**config.mk**
```make
export PLATFORM = sky130hd
export DESIGN_NAME = pumpDriver
export DESIGN_NICKNAME = d
export VERILOG_FILES = /design/src/rtl/pumpDrvPkg.sv /design/src/rtl/pumpDrvCtrl.sv /design/src/rtl/pumpPwmChannel.sv /design/src/rtl/pumpPwmDatapath.sv /design/src/rtl/pumpDriver.sv
export SDC_FILE = /design/constraint.sdc
export NUM_CORES = 1
export LEC_CHECK = 0
export ABC_AREA = 1
export CAP_MARGIN = 20
export CORE_MARGIN = 8
export CORE_UTILIZATION = 40
export CTS_CLUSTER_DIAMETER = 40
export DETAILED_ROUTE_END_ITERATION = 10
export SLEW_MARGIN = 10
export SYNTH_ARGS = -nofsm -noshare
export SYNTH_HDL_FRONTEND = slang
export SYNTH_SLANG_ARGS = --single-unit
```
**constraint.sdc**
```tcl
create_clock -name clk -period 1.8 [get_ports clk]
set_input_delay 0.18 -clock clk [delete_from_list [all_inputs] [get_ports clk]]
set_output_delay 0.18 -clock clk [all_outputs]
set_load 0.1 [all_outputs]
```
**src/rtl/pumpDrvPkg.sv**
```systemverilog
package pumpDrvPkg;

  localparam int NUM_DRV  = 2;
  localparam int RATIO_W  = 4;
  localparam int STEP_W   = 4;
  localparam int REG_W    = 16;
  localparam int FIELD_W  = NUM_DRV * RATIO_W + RATIO_W;  // three ratio fields

  typedef logic [RATIO_W-1:0] ratio_t;

  // Strobes and levels from the control side to the datapath.
  typedef struct packed {
    logic [NUM_DRV-1:0]        chanEn;
    ratio_t [NUM_DRV-1:0]      reqRatio;
  } pumpCtrlBus_t;

  // Master clocks per PWM step for the selected clock mode.
  function automatic int stepClks(input bit master13m);
    return master13m ? 8 : 12;
  endfunction

endpackage

```
**src/rtl/pumpDrvCtrl.sv**
```systemverilog
module pumpDrvCtrl
  import pumpDrvPkg::*;
(
  input  logic                  clk,
  input  logic                  rstN,
  input  logic                  regWrEn,
  input  logic [REG_W-1:0]      regWrData,
  output logic [REG_W-1:0]      regRdData,
  input  logic                  battOk,
  input  logic                  nextPwr,
  input  logic [NUM_DRV-1:0]    fbIn,
  output pumpCtrlBus_t          ctrlBus,
  output logic [NUM_DRV-1:0]    fbOff
);

  logic [FIELD_W-1:0] fieldReg;
  logic               useExt;
  ratio_t             battRatio;
  ratio_t             extRatio;
  ratio_t             drv1Ratio;

  // Ratio fields; unused top bits are not stored.
  always_ff @(posedge clk or negedge rstN) begin
    if (!rstN)        fieldReg <= '0;
    else if (regWrEn) fieldReg <= regWrData[FIELD_W-1:0];
  end

  // Feedback disable levels, captured while reset is held.
  always_ff @(posedge clk) begin
    if (!rstN) fbOff <= fbIn;
  end

  assign battRatio = fieldReg[RATIO_W-1:0];
  assign extRatio  = fieldReg[2*RATIO_W-1:RATIO_W];
  assign drv1Ratio = fieldReg[3*RATIO_W-1:2*RATIO_W];

  // External field whenever an outside supply is present or the battery is not good.
  assign useExt = nextPwr | ~battOk;

  always_comb begin
    ctrlBus.reqRatio[0] = useExt ? extRatio : battRatio;
    ctrlBus.reqRatio[1] = drv1Ratio;
    ctrlBus.chanEn      = ~fbOff;
  end

  assign regRdData = {{(REG_W-FIELD_W){1'b0}}, fieldReg};

endmodule

```
**src/rtl/pumpPwmChannel.sv**
```systemverilog
module pumpPwmChannel
  import pumpDrvPkg::*;
#(
  parameter int STEP_CLKS = 12
) (
  input  logic              clk,
  input  logic              rstN,
  input  logic              chanEn,
  input  ratio_t            reqRatio,
  input  logic              polLow,
  output logic              pwmOut,
  output ratio_t            curRatio,
  output logic [STEP_W-1:0] stepCnt
);

  localparam int PRE_W = (STEP_CLKS > 1) ? $clog2(STEP_CLKS) : 1;
  localparam logic [PRE_W-1:0]  PRE_LAST  = PRE_W'(STEP_CLKS - 1);
  localparam logic [STEP_W-1:0] STEP_LAST = '1;

  logic [PRE_W-1:0] preCnt;
  ratio_t           nextRatio;
  logic             running;
  logic             preLast;
  logic             pulse;

  assign nextRatio = chanEn ? reqRatio : '0;
  // Counting is enabled only while a nonzero ratio is loaded: the gated clock.
  assign running   = (curRatio != '0);
  assign preLast   = (preCnt == PRE_LAST);

  always_ff @(posedge clk or negedge rstN) begin
    if (!rstN) begin
      preCnt   <= '0;
      stepCnt  <= '0;
      curRatio <= '0;
    end else if (!running) begin
      preCnt   <= '0;
      stepCnt  <= '0;
      curRatio <= nextRatio;
    end else if (preLast) begin
      preCnt  <= '0;
      stepCnt <= stepCnt + 1'b1;
      if (stepCnt == STEP_LAST) curRatio <= nextRatio;
    end else begin
      preCnt <= preCnt + 1'b1;
    end
  end

  assign pulse = running && (stepCnt < STEP_W'(curRatio));

  // Registered pin driver so the pad sees no decode glitches.
  always_ff @(posedge clk) begin
    pwmOut <= pulse ^ polLow;
  end

endmodule

```
**src/rtl/pumpPwmDatapath.sv**
```systemverilog
module pumpPwmDatapath
  import pumpDrvPkg::*;
#(
  parameter int STEP_CLKS = 12
) (
  input  logic                        clk,
  input  logic                        rstN,
  input  pumpCtrlBus_t                ctrlBus,
  input  logic [NUM_DRV-1:0]          drvSense,
  output logic [NUM_DRV-1:0]          drvOut,
  output ratio_t [NUM_DRV-1:0]        chanRatio,
  output logic [NUM_DRV-1:0][STEP_W-1:0] chanStep
);

  logic [NUM_DRV-1:0] polLow;

  // Pin level seen during reset decides each drive's sense.
  always_ff @(posedge clk) begin
    if (!rstN) polLow <= drvSense;
  end

  for (genvar g = 0; g < NUM_DRV; g++) begin : g_chan
    pumpPwmChannel #(.STEP_CLKS(STEP_CLKS)) u_chan (
      .clk      (clk),
      .rstN     (rstN),
      .chanEn   (ctrlBus.chanEn[g]),
      .reqRatio (ctrlBus.reqRatio[g]),
      .polLow   (polLow[g]),
      .pwmOut   (drvOut[g]),
      .curRatio (chanRatio[g]),
      .stepCnt  (chanStep[g])
    );
  end

endmodule

```
**src/rtl/pumpDriver.sv**
```systemverilog
module pumpDriver
  import pumpDrvPkg::*;
#(
  parameter bit MASTER_13M = 1'b0
) (
  input  logic        clk,
  input  logic        rstN,
  input  logic        regWrEn,
  input  logic [15:0] regWrData,
  output logic [15:0] regRdData,
  input  logic        battOk,
  input  logic        nextPwr,
  input  logic [1:0]  fbIn,
  input  logic [1:0]  drvSense,
  output logic [1:0]  drvOut
);

  localparam int STEP_CLKS = stepClks(MASTER_13M);

  pumpCtrlBus_t                      ctrlBus;
  logic [NUM_DRV-1:0]                fbOff;
  ratio_t [NUM_DRV-1:0]              chanRatio;
  logic [NUM_DRV-1:0][STEP_W-1:0]    chanStep;

  pumpDrvCtrl u_ctrl (
    .clk       (clk),
    .rstN      (rstN),
    .regWrEn   (regWrEn),
    .regWrData (regWrData),
    .regRdData (regRdData),
    .battOk    (battOk),
    .nextPwr   (nextPwr),
    .fbIn      (fbIn),
    .ctrlBus   (ctrlBus),
    .fbOff     (fbOff)
  );

  pumpPwmDatapath #(.STEP_CLKS(STEP_CLKS)) u_dp (
    .clk       (clk),
    .rstN      (rstN),
    .ctrlBus   (ctrlBus),
    .drvSense  (drvSense),
    .drvOut    (drvOut),
    .chanRatio (chanRatio),
    .chanStep  (chanStep)
  );

endmodule

```
==> reports/metrics.yaml <==
drv_slew: 0
ys_warn_count: 0
final_cell_count_no_fill: 345
ioPinCount: 43
grt_max_degree: 37
dp_hpwl_um: 2980
ys_ff_latch: 42
clock_latency_ps: 290
die-width_um: 88.7
post_cts_buffers: 0
syn2layout_area_growth_pct: 22.1
dr.pass1.iters: 7
status: "finished clean"
setup_ws_ps: 486
slowest_stage: "dfrtp_1"
skew_ps: 6.28
crit_path_max_fanout: 3
synth.avg_cell_area_um2: 8.96
ant_nets: 0
num-nets-final: 309
drive_gt1_share_pct: 17.8
netlist_area_mm2: 0.00211
critPathTopFamily: "flip-flops"
io_buffers: 34
die_h_um: 88.7
grt_pass1_wl_um: 7000
p_per_area_mw_per_mm2: 1120
finalHoldViolCount: 0
arrival_ps: 1490
antenna_found_initial: 0
grt_pass1_vias: 1667
drc_errors: 0
fillerInstances: 495
crit_type: "flip-flop to flip-flop"
wl_um: 3790
end_kind: "flip-flop"
cts_sinks: 42
cp_num_buf_inv: 1
drv_cap: 0
path_clk_slew_ps: 80
fin_setup_tns_ps: 0
setup_violations: 0
rsz0062_at_grt: "false"
start_util_pct: 41.4
holdBufCountCts: 0
hold_path_class: "input port to async pin"
vias: 1552
drt_iter0_markers: 75
diodes: 0
final_cell_area_mm2: 0.00258
fin_crit_ps: 1310
avgViaCountPerCell: 4.50
core_mm2: 0.00511
syn-instance-count: 236
yosysUniqueCellTypes: 32
leakage_nw: 1.32
cts_resized: 0
track_usage_pct: 11.2
place_congestion: 0.761
placed_cells: 337
grt.overflow.total: 0
clockBufferDepth: 2
critPathLaunchType: "flip-flop"
wl_per_cell_um: 11.0
design_power_total_mw: 2.90
max_freq_mhz: 761
critPathMaxStageDelay_ps: 390
placed_cell_area_mm2: 0.00247
die_area_mm2: 0.00787
path_cells: "inv_1, ha_1, nand2_1, nand2_1, a21oi_1, nand2_1, nand2_1, nand2_1"
cts_buffers: 5
pre_cts_slack_ps: 372
cp.required_ps: 1980
final_util_pct: 50.5
seq_area_frac_synth_pct: 50.2
cts_max_level: 2
vdd.ir_drop.worst_uv: 582
period_share_pct: 73.0
rows: 26
timing.hold.ws_ps: 332
cp_common_cell: "nand2_1"
cts_root_buf: "clkbuf_8"
cts_tree: "yes"
[state kept, by name, summed over array words and instances, names as in the netlist]
register	flops
u_dp.g_chan.u_chan.stepCnt	8
u_dp.g_chan.u_chan.preCnt	8
u_ctrl.fieldReg	12
u_dp.polLow	2
u_ctrl.fbOff	2
u_dp.g_chan.u_chan.pwmOut	2
u_dp.g_chan.u_chan.curRatio	8
[cell usage in the layout, fill, tap and decap left out]
master           Yosys  layout
xor2_1               1       1
or2_4                1       1
ha_1                10      10
edfxtp_1             4       4
dfrtp_1             36      36
nand2_1             56      56
nand4_1              3       3
a21boi_0             2       2
nor2_1              20      20
clkinv_2             0       2
buf_4                6      16
clkdlybuf4s50_1      0      20
dfxtp_1              2       2
nor3b_2              1       1
nand3_1             17      17
mux2_4               2       2
nand3_2              2       2
nand2_2              2       2
inv_1               29      29
inv_2                3       3
o21ai_1              2       2
mux2_2               6       6
a21oi_1              7       7
bufinv_16            0       1
o21ai_2              2       2
inv_4                1       1
o21ai_0             10      10
conb_1               1       4
nand4_2              1       1
or2_1                2       2
nor2_2               3       3
nor3_1               1       1
nand2_4              1       1
clkbuf_8             0       5
[layer usage]
| metal | part of all wire [%] | GRT usage, % | wire length (um) | up-vias |
|---|---|---|---|---|
| li1 | - | - | - | 817 |
| met1 | 47 | 13.4 | 1780 | 698 |
| met2 | 45 | 17.6 | 1710 | 31 |
| met3 | 5.8 | 3.53 | 220 | 6 |
| met4 | 2.0 | 5.99 | 76 | 0 |
| met5 | 0 | 0 | 0 | - |
[final timing paths]
check                      cells after the start                                          start  slack [ps]                                             to
max reg2reg                                    8  u_dp.g_chan[1].u_chan.curRatio[3]$_DFFE_PN0P_         490           u_dp.g_chan[1].u_chan.pwmOut$_DFF_P_
min reg2reg                                    1      u_dp.g_chan[1].u_chan.preCnt[0]$_DFF_PN0_         460      u_dp.g_chan[1].u_chan.preCnt[0]$_DFF_PN0_
max in group asynchronous                      2                                           rstN        1140  u_dp.g_chan[0].u_chan.curRatio[1]$_DFFE_PN0P_
max                                            8  u_dp.g_chan[1].u_chan.curRatio[3]$_DFFE_PN0P_         490           u_dp.g_chan[1].u_chan.pwmOut$_DFF_P_
min in group clk                               1                                        fbIn[1]         440                      u_ctrl.fbOff[1]$_DFFE_PN_
min                                            2                                           rstN         330                u_ctrl.fieldReg[11]$_DFFE_PN0P_
[cell type report]
cell class	instances	area, um2	share of cell area, %
Clock buffer	5	68.8	2.67
Sequential cell	42	1060	41.1
Timing Repair Buffer	36	320	12.4
Multi-Input combinational cell	156	877	34.0
Inverter	33	126	4.90
Clock inverter	3	40.0	1.55
Tap cell	70	87.6	3.39
[Yosys cell counts]
| cell | n | area (um2) |
|---|---|---|
| o21ai_0 | 10 | 50.1 |
| buf_4 | 6 | 45.0 |
| a21boi_0 | 2 | 15.0 |
| edfxtp_1 | 4 | 120 |
| nor2_1 | 20 | 75.1 |
| buf_2 | 1 | 5.00 |
| mux2_4 | 2 | 30.0 |
| nand2_2 | 2 | 12.5 |
| conb_1 | 1 | 3.75 |
| nor2_2 | 3 | 18.8 |
| nor3_1 | 1 | 5.00 |
| dfxtp_1 | 2 | 40.0 |
| o21ai_1 | 2 | 10.0 |
| xor2_1 | 1 | 8.76 |
| dfrtp_1 | 36 | 901 |
| o21ai_2 | 2 | 17.5 |
| nand4_1 | 3 | 18.8 |
| or2_1 | 2 | 12.5 |
| nor3b_2 | 1 | 12.5 |
| nand2_1 | 56 | 210 |
| a21oi_1 | 7 | 35.0 |
| nand3_1 | 17 | 85.1 |
| inv_1 | 29 | 109 |
| or2_4 | 1 | 8.76 |
| mux2_2 | 6 | 67.6 |
| ha_1 | 10 | 125 |
| nand2_4 | 1 | 11.3 |
| nand4_2 | 1 | 12.5 |
| nand3_2 | 2 | 20.0 |
| inv_2 | 3 | 11.3 |
| buf_6 | 1 | 11.3 |
| inv_4 | 1 | 6.26 |
[kinds of logic after synthesis]
kind of cell    after synthesis  synth area share [%]
other cells                   1                 0.177
flops                        42                  50.2
compound gates               23                  6.04
simple gates                110                  23.8
buf+inv                      41                  8.88
fa+ha+maj                    10                  5.92
xor+xnor                      1                 0.414
mux                           8                  4.62
[power breakdown]
part           total [mW]  switching, mW  leakage, nW  internal (mW)
Sequential           1.23          0.118        0.487           1.11
Clock               0.717          0.309       0.0579          0.408
Combinational       0.953          0.662        0.775          0.291
(Power assumes the default switching activity.)
